`src/rtl/cmp_buf_pkg.sv`:
```
package cmp_buf_pkg;
  localparam int unsigned DEF_N_CH  = 3;
  localparam int unsigned DEF_CMP_W = 16;

  typedef enum logic [1:0] {
    LOCK_HOLD = 2'd0,
    LOCK_SET  = 2'd1,
    LOCK_CLR  = 2'd2
  } lock_act_e;
endpackage

```
`src/rtl/cmp_buf_slot.sv`:
```
module cmp_buf_slot #(
  parameter int unsigned CMP_W = 16
) (
  input  logic             clk_i,
  input  logic             rst_ni,
  input  logic             we_i,
  input  logic [CMP_W-1:0] wdata_i,
  input  logic             xfer_i,
  output logic [CMP_W-1:0] cmp_o,
  output logic             valid_o
);
  logic [CMP_W-1:0] buf_q, cmp_q;
  logic             valid_q;
  logic             copy;

  assign copy = xfer_i & valid_q;

  always_ff @(posedge clk_i or negedge rst_ni) begin
    if (!rst_ni) begin
      buf_q   <= '0;
      cmp_q   <= '0;
      valid_q <= 1'b0;
    end else begin
      // copy uses the old buffer content; a write in the same cycle stays pending
      if (copy)  cmp_q <= buf_q;
      if (we_i)  buf_q <= wdata_i;
      if (we_i)       valid_q <= 1'b1;
      else if (copy)  valid_q <= 1'b0;
    end
  end

  assign cmp_o   = cmp_q;
  assign valid_o = valid_q;
endmodule

```
`src/rtl/cmp_lock_ctrl.sv`:
```
module cmp_lock_ctrl
  import cmp_buf_pkg::*;
#(
  parameter int unsigned N_CH = 3
) (
  input  logic            clk_i,
  input  logic            rst_ni,
  input  logic            auto_lock_i,
  input  logic            lock_set_i,
  input  logic            lock_clr_i,
  input  logic            update_i,
  input  logic [N_CH-1:0] ch_en_i,
  input  logic [N_CH-1:0] valid_i,
  output logic            lock_o,
  output logic            xfer_o
);
  logic      lock_q, auto_q;
  logic      all_valid;
  lock_act_e act;

  // disabled channels count as ready
  assign all_valid = &(valid_i | ~ch_en_i);
  assign xfer_o    = update_i & ~lock_q;

  always_comb begin
    act = LOCK_HOLD;
    if (auto_lock_i) begin
      if (!auto_q)                  act = LOCK_SET;
      else if (!lock_q && update_i) act = LOCK_SET;
      else if (lock_q && all_valid) act = LOCK_CLR;
    end else begin
      if (lock_set_i)      act = LOCK_SET;
      else if (lock_clr_i) act = LOCK_CLR;
    end
  end

  always_ff @(posedge clk_i or negedge rst_ni) begin
    if (!rst_ni) begin
      lock_q <= 1'b0;
      auto_q <= 1'b0;
    end else begin
      auto_q <= auto_lock_i;
      unique case (act)
        LOCK_SET: lock_q <= 1'b1;
        LOCK_CLR: lock_q <= 1'b0;
        default:  lock_q <= lock_q;
      endcase
    end
  end

  assign lock_o = lock_q;
endmodule

```
`src/rtl/cmp_buf_lock_ctrl.sv`:
```
module cmp_buf_lock_ctrl
  import cmp_buf_pkg::*;
#(
  parameter int unsigned N_CH  = DEF_N_CH,
  parameter int unsigned CMP_W = DEF_CMP_W
) (
  input  logic                  clk_i,
  input  logic                  rst_ni,
  input  logic [N_CH-1:0]       buf_we_i,
  input  logic [N_CH*CMP_W-1:0] buf_wdata_i,
  input  logic [N_CH-1:0]       ch_en_i,
  input  logic                  auto_lock_i,
  input  logic                  lock_set_i,
  input  logic                  lock_clr_i,
  input  logic                  update_i,
  output logic [N_CH*CMP_W-1:0] cmp_o,
  output logic [N_CH-1:0]       buf_valid_o,
  output logic                  lock_o
);
  logic xfer;

  cmp_lock_ctrl #(.N_CH(N_CH)) u_lock (
    .clk_i       (clk_i),
    .rst_ni      (rst_ni),
    .auto_lock_i (auto_lock_i),
    .lock_set_i  (lock_set_i),
    .lock_clr_i  (lock_clr_i),
    .update_i    (update_i),
    .ch_en_i     (ch_en_i),
    .valid_i     (buf_valid_o),
    .lock_o      (lock_o),
    .xfer_o      (xfer)
  );

  for (genvar g = 0; g < N_CH; g++) begin : g_ch
    cmp_buf_slot #(.CMP_W(CMP_W)) u_slot (
      .clk_i   (clk_i),
      .rst_ni  (rst_ni),
      .we_i    (buf_we_i[g]),
      .wdata_i (buf_wdata_i[g*CMP_W +: CMP_W]),
      .xfer_i  (xfer),
      .cmp_o   (cmp_o[g*CMP_W +: CMP_W]),
      .valid_o (buf_valid_o[g])
    );
  end
endmodule

```
`config.mk`:
```
export PLATFORM = sky130hd
export DESIGN_NAME = cmp_buf_lock_ctrl
export DESIGN_NICKNAME = d
export VERILOG_FILES = /design/src/rtl/cmp_buf_pkg.sv /design/src/rtl/cmp_buf_slot.sv /design/src/rtl/cmp_lock_ctrl.sv /design/src/rtl/cmp_buf_lock_ctrl.sv
export SDC_FILE = /design/constraint.sdc
export NUM_CORES = 1
export LEC_CHECK = 0
export CAP_MARGIN = 10
export CORE_ASPECT_RATIO = 0.75
export CORE_MARGIN = 2
export CORE_UTILIZATION = 39
export CTS_CLUSTER_DIAMETER = 30
export DETAILED_ROUTE_END_ITERATION = 7
export GPL_TIMING_DRIVEN = 0
export MAX_ROUTING_LAYER = met4
export PLACE_DENSITY_LB_ADDON = 0.25
export SLEW_MARGIN = 10
export SYNTH_ARGS = -nofsm -noshare
export SYNTH_HDL_FRONTEND = slang
export SYNTH_SLANG_ARGS = --single-unit
```
`constraint.sdc`:
```
create_clock -name clk_i -period 2.9 [get_ports clk_i]
set_input_delay 0.435 -clock clk_i [delete_from_list [all_inputs] [get_ports clk_i]]
set_output_delay 0.435 -clock clk_i [all_outputs]
set_load 0.01 [all_outputs]
```
# --- Word level (Yosys, flattened, before mapping) ---
# Index checks and enable logic that the tools add are counted.
word_totals:
  ff_bits: 101
  inputBits: 60
  out_inout_bits: 52
op_classes:
  eq_ne: 2
  muxes: 13
  bitwise_logic: 7
  n_reduce_logical: 8
ops:
  columns: ["cell", "count"]
  rows:
  - ["2-to-1 mux 2 bit", 6]
  - ["nonzero test 2 bit", 4]
  - ["2-to-1 mux 1 bit", 6]
  - ["bitwise AND 1 bit", 4]
  - ["NOT 3 bit", 1]
  - ["OR 3 bit", 1]
  - ["AND reduction 3 bit", 1]
  - ["== test 2 x 1 -> 1 bit (second input constant)", 1]
  - ["== test 2 bit (second input constant)", 1]
  - ["logical AND 1 bit", 2]
  - ["one-hot mux 1 bit (2 select lines)", 1]
  - ["zero test 1 bit", 1]
  - ["NOT 1 bit", 1]

# --- Logic depth before layout (Yosys ltp) ---
# Gate-level depths: netlist of run 1.
depth:
  ltp_word: 10
  ltp_mapped: 5

# --- Modules after synthesis ---
# Synthesis of run 1 repeated with hierarchy kept, for this count alone.
hier_totals:
  hier_cells: 229
  hier_area_um2: 3988.8
by_module_without_submodules:
  columns: ["mod", "n_inst", "cells_per_inst", "area_each_um2", "seq_area_each_um2"]
  rows:
  - ["cmp_buf_slot", 3, 71, 1285.0, 825.8]
  - ["cmp_lock_ctrl", 1, 16, 133.9, 50.0]

# --- Least setup slack after synthesis of run 1 ---
# Ideal clock, no wire load.
synth_timing:
  kind: "register -> register"
  startpoint: "register u_lock.lock_q (netlist: u_lock.lock_o)"
  endpoint: "register u_lock.lock_q (netlist: u_lock.lock_o)"
  setup_ps: 123
  t_arrival_ps: 1256
  path_slack_ps: 1521
  path_stages_with_launch: 6
  synth_period_minus_slack_ps: 1379
  cell_sequence: "dfrtp_1 -> inv_1 -> nand2_1 -> a31o_2 -> ha_1 -> mux2i_1"
synth_via:
  elab_chain_len: 7
synth_rtl:
  columns: ["item", "line", "source"]
  rows:
  - ["start, declared", "cmp_lock_ctrl.sv:17", "logic lock_q, auto_q;"]
  - ["start signal, assigned", "cmp_lock_ctrl.sv:46", "default: lock_q <= lock_q;"]
  - ["logical AND 1 bit / zero test 1 bit (equally long branches)", "cmp_lock_ctrl.sv:30, cmp_lock_ctrl.sv:29", null]
  - ["2-to-1 mux 2 bit / logical AND 1 bit (equally long branches)", "cmp_lock_ctrl.sv:30, cmp_lock_ctrl.sv:29", null]
  - ["2-to-1 mux 2 bit (*)", "cmp_lock_ctrl.sv:29", "else if (!lock_q && update_i) act = LOCK_SET;"]
  - ["2-to-1 mux 2 bit (*)", "cmp_lock_ctrl.sv:28", "if (!auto_q) act = LOCK_SET;"]
  - ["2-to-1 mux 2 bit (*)", "cmp_lock_ctrl.sv:27", "if (auto_lock_i) begin"]
  - ["== test 2 bit / == test 2 x 1 -> 1 bit (equally long branches)", "cmp_lock_ctrl.sv:43", "unique case (act)"]
  - ["one-hot mux 1 bit (2 select lines) / nonzero test 2 bit (equally long branches)", null, null]
# Mark *: on every way between the ends. The rest lies on a longest branch, timed or not.
# A chain may end at the register's enable or synchronous reset.

# --- Final worst setup path of run 1 ---
layout_timing:
  startpoint: "register g_ch[1].u_slot.valid_q"
  endpoint: "output port buf_valid_o[1]"
layout_rtl:
  columns: ["item", "line", "source"]
  rows:
  - ["start, declared", "cmp_buf_slot.sv:13", "logic valid_q;"]
  - ["start signal, assigned", "cmp_buf_slot.sv:22", "valid_q <= 1'b0;"]
  - ["start signal, assigned", "cmp_buf_slot.sv:27", "if (we_i) valid_q <= 1'b1;"]
  - ["start signal, assigned", "cmp_buf_slot.sv:28", "else if (copy) valid_q <= 1'b0;"]
  - ["end, declared", "cmp_buf_lock_ctrl.sv:17", "output logic [N_CH-1:0] buf_valid_o,"]
# No word-level cell between the ends.

==> impl_metrics.toml, run 1 <==
[cts]
root_buffer = "clkbuf_16"
clock_sinks = 101
cts_buffers = 9
cts_tree = "yes"
cts_setup_buffers = 0
clkSlewWorstSetupHoldPaths_ns = 0.06
clockBufferDepth = 2
clkLatencyLatePin_ns = 0.34
cts-hold-fix-buffers = 0
htree_num_levels = 3
cts.repair.resized = 0

[setup_path]
reg2reg_slack_ns = 1.43
max_stage_delay_ns = 0.54
cpMaxStageDelayCell = "clkdlybuf4s50_1"
path_delay_family = "buffers and inverters"
crit_start = "g_ch[1].u_slot.valid_o"
crit_required_ns = 2.47
timing_worst_setup_path_type = "reg2out"
critPathBufInv = 2
worst_setup_path_start_kind = "register"
end_kind = "primary output"
crit_chain = "buf_4 > clkdlybuf4s50_1"
r2r-start = "u_lock.lock_o"
cp.arrival_ns = 1.43
path_max_fanout = 4

[yosys]
synth_fa_ha_area_frac = 0.00314
yosysTopAreaCellShare = 0.635
synthesis.area_um2 = 3980
synth_area_per_cell_um2 = 17.4
yosysTopAreaCell = "dfrtp_1"
synth_xor_xnor_area_share = 0
synth_top_family_by_area = "multiplexers"
ys_types = 19
seq_area_frac_synth = 0.635
yosysWarnings = 0
synthMuxAreaShare = 0.303
synth_compound_area_frac = 0.0129
synth-seq-cells = 101
synth_area_leaders = "dfrtp_1 (64%), mux2_2 (19%), mux2_4 (11%)"
synth_simple_gate_area_frac = 0.0164
syn_inst = 229
synth_fp_nets = 290

[place]
place_congestion = 0.679
dp_hpwl_um = 5310
post-place-ws_ns = 0.952
portBuffers = 108
dp_cells = 470

[pwr]
p_int_mw = 3.63
ir_drop_uv = 499
p_leak_nw = 2.46
totalPowerFinal_mw = 4.86
p_clk_frac = 0.246
comb_power_share = 0.332
p_seq_frac = 0.421
p_sw_mw = 1.23
pwr_density_cell_nw_per_um2 = 875
switching_share = 0.252

[drt]
vias_per_cell = 4.60
postRouteAntennaNets = 0
finalWirelength_um = 7550
first_iter_violations = 91
drc_errors = 0
num_vias = 2233
firstDrtPassIters = 2
routedWlPerCell_um = 15.6

[final_layout]
area_delta_synth_final_pct = 39.5
layoutNonFillerInstCount = 485
nNetsFinal = 410
post_route_cells_drive_above_1_share = 0.365
final_util = 0.568
n_antenna_cell = 0

[sta]
maxSlewViolCount = 0
fmax_ghz = 0.537
finalWorstSetupSlack_ns = 1.04
setup_viol = 0
hold_viol = 0
period_share = 0.642
rsz0062_at_grt = "no"
fin_skew_ns = 0.00464
fin_crit_ns = 1.86
tightest_slew_ns = 0.682
relSlewSlack = 0.545

[floorplan]
die_x_um = 121
num_io_pins = 112
core_area_um2 = 9770
placementRows = 31
fp.dieH_um = 91.5
initial_core_util = 0.407
die-area_um2 = 11000

[job]
cap_violations = 0

[grt]
grt.total_usage = 0.151
grt_pass1_wl_um = 12300
antenna_found_initial = 0
grt_start_max_net_pins = 53
first_global_vias = 2369
globalRoute.totalOverflow = 0

[run_status]
outcome = "complete, no violations"

[min_path]
hold_path.class = "in2async"
## stage by stage
step / cell area [um^2] / TNS (ns) / hold WS (ns)
floorplan: 3980 / 0 / 0.139
detailed placement: 5250 / 0 / 0.488
CTS: 5550 / 0 / 0.153
global route: 5550 / 0 / 0.168
global placement: 5230 / -238.27 / 0.482
finish: 5550 / 0 / 0.125
## state kept, by name (all words and copies together), names as in the netlist
register             count
g_ch.u_slot.buf_q       48
u_lock.lock_o            1
u_lock.auto_q            1
g_ch.u_slot.cmp_o       48
g_ch.u_slot.valid_o      3
## power by group through the flow
stage / registers, mW / clock network (mW) / logic (mW)
2_1_floorplan: 2.20 / 0 / 0.584
3_3_place_gp: 2.06 / 0 / 1.60
3_5_place_dp: 2.06 / 0 / 1.63
4_1_cts: 2.05 / 1.24 / 1.64
5_1_grt: 2.10 / 1.31 / 1.71
6_report: 2.05 / 1.20 / 1.62
## final timing paths
path                                                 end  depth (start not counted)
worst max-delay path                      buf_valid_o[1]                          2
worst min register to register  g_ch[1].u_slot.cmp_o[14]                          1
max in group asynchronous        g_ch[0].u_slot.cmp_o[3]                          2
min in group clk_i              g_ch[1].u_slot.cmp_o[14]                          1
worst max register to register             u_lock.lock_o                          5
worst min-delay path             g_ch[1].u_slot.cmp_o[6]                          1
## synth_stat cells, drive strengths merged
| cell | count |
|---|---|
| nor2 | 1 |
| nor2b | 2 |
| nand2 | 5 |
| a21oi | 2 |
| a32o | 1 |
| inv | 3 |
| mux2 | 96 |
| buf | 12 |
| a21o | 3 |
| mux2i | 1 |
| dfrtp | 101 |
| a31o | 1 |
| ha | 1 |
## cell families after synthesis
logic type / after synthesis
DFF: 101
buffers and inverters: 15
adders and majority gates: 1
muxes: 97
and+or+nand+nor: 8
AOI/OAI and AO/OA: 7
## cells in the final DEF, fill, tap and decap left out, drive strengths merged
cell	count
clkdlybuf4s50	107
dfrtp	101
mux2	96
buf	14
clkbuf	12
nand2	5
inv	3
a21o	3
a21oi	2
clkinvlp	2
nor2b	2
nor2	1
a31o	1
a32o	1
mux2i	1
ha	1
bufinv	1
## worst register-to-register path, cell delays in order, from the launching register on
cell and delay (ns):
dfrtp_1 0.44, inv_1 0.10, nand2_1 0.12, a31o_2 0.27, ha_1 0.29, mux2i_1 0.17
## layer usage
| layer | vias to the layer above | wire length [um] | global-route usage |
|---|---|---|---|
| li1 | 1038 | - | - |
| met1 | 1111 | 3560 | 0.202 |
| met2 | 74 | 3360 | 0.213 |
| met3 | 10 | 530 | 0.0590 |
| met4 | 0 | 104 | 0.0465 |
| met5 | - | 0 | - |
## final cells by class
| class | count | area, um^2 |
|---|---|---|
| fillers | 831 | 4220 |
| repair buffers | 109 | 1110 |
| clock buffers | 12 | 256 |
| multi-input cells | 113 | 1330 |
| flip-flops and latches | 101 | 2530 |
| inverters | 3 | 11.3 |
| clock inverters | 3 | 45.0 |
| plain buffers | 12 | 108 |
| well taps | 132 | 165 |
(Power assumes the default switching activity.)
==> run 2, diff against run 1 <==
clock period = 1.8 ns   (was 2.9 ns; I/O delays follow)
==> run 2 against run 1 <==
- total power grew 61%
- clock power grew 61%
- cell count grew 0.21%
- non-clock buffer count grew 1
- sequential cell count is the same
- worst hold slack gained 0.21 ns
- wire length grew 0.16%
==> impl_metrics.toml, run 2 (synthesis gave the netlist of run 1 again) <==
[run_status]
outcome = "complete, no violations"

[setup_path]
r2r-end = "u_lock.lock_o"
end_kind = "primary output"
r2r-start = "u_lock.lock_o"
worst_setup_path_start_kind = "register"
r2r_cells = 5
cp.arrival_ns = 1.43
crit_required_ns = 1.53
timing_worst_setup_path_type = "reg2out"
reg2reg_slack_ns = 0.33
path_max_fanout = 4

[cts]
cts_tree = "yes"
htree_num_levels = 3
clock_sinks = 101
clkLatencyLatePin_ns = 0.34
cts_setup_buffers = 0
clockBufferDepth = 2
cts_buffers = 9
root_buffer = "clkbuf_16"
cts-hold-fix-buffers = 1
cts.repair.resized = 0
clkSlewWorstSetupHoldPaths_ns = 0.06

[drt]
vias_per_cell = 4.61
drc_errors = 0
finalWirelength_um = 7560
postRouteAntennaNets = 0
num_vias = 2239
firstDrtPassIters = 2
first_iter_violations = 83
routedWlPerCell_um = 15.6

[sta]
setup_viol = 0
fin_skew_ns = 0.00464
rsz0062_at_grt = "no"
relSlewSlack = 0.544
maxSlewViolCount = 0
period_share = 0.943
hold_viol = 0
whs_ns = 0.338
fmax_ghz = 0.589
fin_crit_ns = 1.70
fin_setup_tns_ns = 0
tightest_slew_ns = 0.684

[final_layout]
n_fill_cell = 830
area_delta_synth_final_pct = 39.8
layout_commonest_cell = "clkdlybuf4s50_1"
post_route_cells_drive_above_1_share = 0.364
layoutNonFillerInstCount = 486
final_cell_mix = "clkdlybuf4s50_1 (107), dfrtp_1 (101), mux2_2 (66), mux2_4 (30), clkbuf_16 (9)"
nNetsFinal = 411
n_antenna_cell = 0

[grt]
gr-usage-met2 = 0.213
grt_start_max_net_pins = 53
first_global_vias = 2369
grt.busiest_layer = "met2"
grt_pass1_wl_um = 12300
grt.total_usage = 0.151
antenna_found_initial = 0
globalRoute.totalOverflow = 0
grtUsageMet1 = 0.202
use_met3 = 0.0590

[pwr]
p_leak_nw = 2.47
ir_drop_uv = 803
pwr_density_cell_nw_per_um2 = 1410

[floorplan]
fp.dieH_um = 91.5
placementRows = 31
die_x_um = 121
num_io_pins = 112
initial_core_util = 0.407
core_area_um2 = 9770
die-area_um2 = 11000

[min_path]
hold_path.class = "in2reg"
whs_endpoint = "g_ch[1].u_slot.buf_q[4]"
hold_depth = 2
hold_start = "buf_we_i[1]"

[place]
dp_hpwl_um = 5310
dp_cells = 470
portBuffers = 108
place_congestion = 0.679

[job]
cap_violations = 0
[run 2: cell types whose count changed in the layout (fill, tap and decap cells not counted)]
cell,delta
dlygate4sd3_1,+1
[run 2: critical path, stage by stage (launching register included)]
cell and delay [ns]:
dfrtp_1 0.42, buf_4 0.13, clkdlybuf4s50_1 0.54
[run 2: area by class of cell]
type,count,area [um^2],area share
clock buffers,12,256,0.0461
repair buffers,110,1120,0.201
flip-flops and latches,101,2530,0.454
clock inverters,3,45.0,0.00810
multi-input cells,113,1330,0.240
well taps,132,165,0.0297
plain buffers,12,108,0.0193
inverters,3,11.3,0.00202
[run 2: worst max path at each step]
stage | start | endpoint | cells past startpoint
floorplan | u_lock.lock_o | u_lock.lock_o | 5
global placement | rst_ni | g_ch[2].u_slot.buf_q[1] | 1
detailed placement | update_i | g_ch[2].u_slot.cmp_o[7] | 5
CTS | g_ch[2].u_slot.valid_o | buf_valid_o[2] | 2
global route | g_ch[0].u_slot.valid_o | buf_valid_o[0] | 2
finish | g_ch[1].u_slot.valid_o | buf_valid_o[1] | 2
[run 2: metal layers]
metal / part of all wire / vias up
li1: - / 1040
met1: 0.47 / 1115
met2: 0.44 / 74
met3: 0.071 / 10
met4: 0.014 / 0
met5: 0 / -
[run 2: report_power, final]
group,internal [mW],leakage [nW],switching [mW]
Combinational,1.78,1.14,0.825
Clock,1.15,0.141,0.784
Sequential,2.93,1.19,0.367
Total,5.86,2.47,1.98
[run 2: stage by stage]
step | utilization | instance area [um^2] | power, mW | worst slack (ns)
3_5_place_dp | 0.537 | 5250 | 5.95 | 0.0172
5_1_grt | 0.569 | 5560 | 8.24 | 0.0337
3_3_place_gp | 0.535 | 5230 | 5.90 | -3.30
4_1_cts | 0.569 | 5560 | 7.94 | 0.0739
2_1_floorplan | - | 3980 | 4.49 | 0.421
6_report | 0.569 | 5560 | 7.83 | 0.102
==> run 3, diff against run 2 <==
clock period = 1.4 ns   (was 1.8 ns; I/O delays follow)
==> run 3 against run 2 <==
- the flow now finishes with violations (negative setup slack)
- worst hold slack worse by 0.059 ns
- setup slack worse by 0.12 ns
- clock-buffer cell count unchanged
- combinational power up 13%
- first-iteration DRC count down 8.4%
- highest routed layer unchanged
- die area unchanged
- global-route usage up 0.21 points
- wire length up 3.5%
- cell count up 1.9%
==> impl_metrics.toml, run 3 (synthesis gave the netlist of run 1 again) <==
[sta]
fin_skew_ns = 0.00483
fmax_ghz = 0.704
rsz0062_at_grt = "yes"
relSlewSlack = 0.542
maxSlewViolCount = 0
hold_viol = 0
setup_viol = 1
finalWorstSetupSlack_ns = -0.0197
period_share = 1.01
tightest_slew_ns = 0.687
fin_crit_ns = 1.42

[drt]
wl_met2_um = 3460
postRouteAntennaNets = 0
finalWirelength_um = 7830
first_iter_violations = 76
topRoutingLayerUsed = "met4"
drc_errors = 0
routedWlPerCell_um = 15.8
num_vias = 2283
drt-met1-wl_um = 3690
vias_per_cell = 4.61
wl_met3_um = 563
firstDrtPassIters = 3

[pwr]
p_leak_nw = 2.63
ir_drop_uv = 1030
totalPowerFinal_mw = 9.65
pwr_density_cell_nw_per_um2 = 1700

[cts]
clkSlewWorstSetupHoldPaths_ns = 0.06
root_buffer = "clkbuf_16"
clockBufferDepth = 2
cts_buffers = 9
clock_sinks = 101
clkLatencyLatePin_ns = 0.34
htree_num_levels = 3
cts_tree = "yes"

[final_layout]
regArea_um2 = 2530
design_area_um2 = 5660
layout_commonest_cell = "dfrtp_1"
n_antenna_cell = 0
post_route_cells_drive_above_1_share = 0.397
n_fill_cell = 847
nNetsFinal = 420
area_delta_synth_final_pct = 42.4
multi_input_area_um2 = 1360
final_cell_mix = "dfrtp_1 (100), mux2_2 (66), clkdlybuf4s50_1 (55), dlygate4sd2_1 (52), mux2_4 (30)"

[place]
place_congestion = 0.679
dp_hpwl_um = 5310
post_dp_cell_area_um2 = 5250
portBuffers = 108
post-place-ws_ns = -0.323

[setup_path]
path_max_fanout = 2
crit_chain = "buf_6 > nor2b_4 > a21oi_2 > a32o_1 > ha_1 > mux2i_1"
crit_required_ns = 1.66
worst_setup_path_start_kind = "register"
cp.arrival_ns = 1.68
cpMaxStageDelayCell = "dfrtp_1"
timing_worst_setup_path_type = "reg2reg"
end_kind = "register"
max_stage_delay_ns = 0.39

[floorplan]
placementRows = 31
initial_core_util = 0.407
fp.dieH_um = 91.5
num_io_pins = 112
die_x_um = 121
die-area_um2 = 11000
core_area_um2 = 9770

[min_path]
hold_path.class = "in2reg"

[run_status]
violations = "negative setup slack"
outcome = "complete, but fails checks"

[grt]
grt_start_max_net_pins = 53
globalRoute.totalOverflow = 0
grt.total_usage = 0.153
grt_pass1_wl_um = 12500
antenna_found_initial = 0
first_global_vias = 2392

[job]
cap_violations = 0
run 3: what timing repair did:
action	CTS	global route
pin swaps	3	1
cloned	0	2
hold buffers	1	0
gates resized for setup	58	8
hold endpoints to repair	51	0
setup buffers	7	0
endpoints found under the setup margin	83	6
run 3: power breakdown:
part / leakage [nW] / switching, mW / internal (mW)
clock: 0.141 / 1.02 / 1.47
sequential: 1.19 / 0.438 / 3.77
combinational: 1.30 / 1.10 / 1.85
run 3: worst paths after layout:
path	cells past startpoint	slack [ns]	startpoint	end
max in group asynchronous	3	0.25	rst_ni	u_lock.lock_o
max reg2reg	6	-0.02	g_ch[2].u_slot.valid_o	u_lock.lock_o
min in group asynchronous	2	0.46	rst_ni	g_ch[1].u_slot.cmp_o[6]
min reg2reg	1	0.50	g_ch[1].u_slot.buf_q[14]	g_ch[1].u_slot.cmp_o[14]
min	2	0.28	buf_we_i[1]	g_ch[1].u_slot.buf_q[4]
max	6	-0.02	g_ch[2].u_slot.valid_o	u_lock.lock_o
run 3: layer usage:
metal | global-route usage | vias up
li1 | - | 1059
met1 | 0.206 | 1141
met2 | 0.215 | 72
met3 | 0.0597 | 11
met4 | 0.0465 | 0
met5 | - | -
run 3: final cells by class:
type | count | share of cell area
clock buffer | 12 | 0.0453
buffer | 12 | 0.0199
sequential | 101 | 0.446
tap | 132 | 0.0292
multi-input combinational | 113 | 0.241
inverter | 3 | 0.00199
clock inverter | 3 | 0.00795
timing repair buffer | 119 | 0.209
run 3: critical path: cells and delay by family, from the launching register on:
family,cells,cell delay (ns)
DFF,1,0.39
muxes,1,0.17
buffers and inverters,1,0.12
AOI/OAI and AO/OA,2,0.28
and+or+nand+nor,1,0.09
adders and majority gates,1,0.28
run 3: stage by stage:
step,utilization,instances,hold slack (ns),setup TNS (ns)
floorplan,-,229,-0.0856,0
global placement,0.535,469,0.482,-378.57
detailed placement,0.537,470,0.294,-12.06
CTS,0.571,493,0.264,-0.0509
global route,0.579,495,0.275,-0.478
finish,0.579,495,0.279,-0.0197
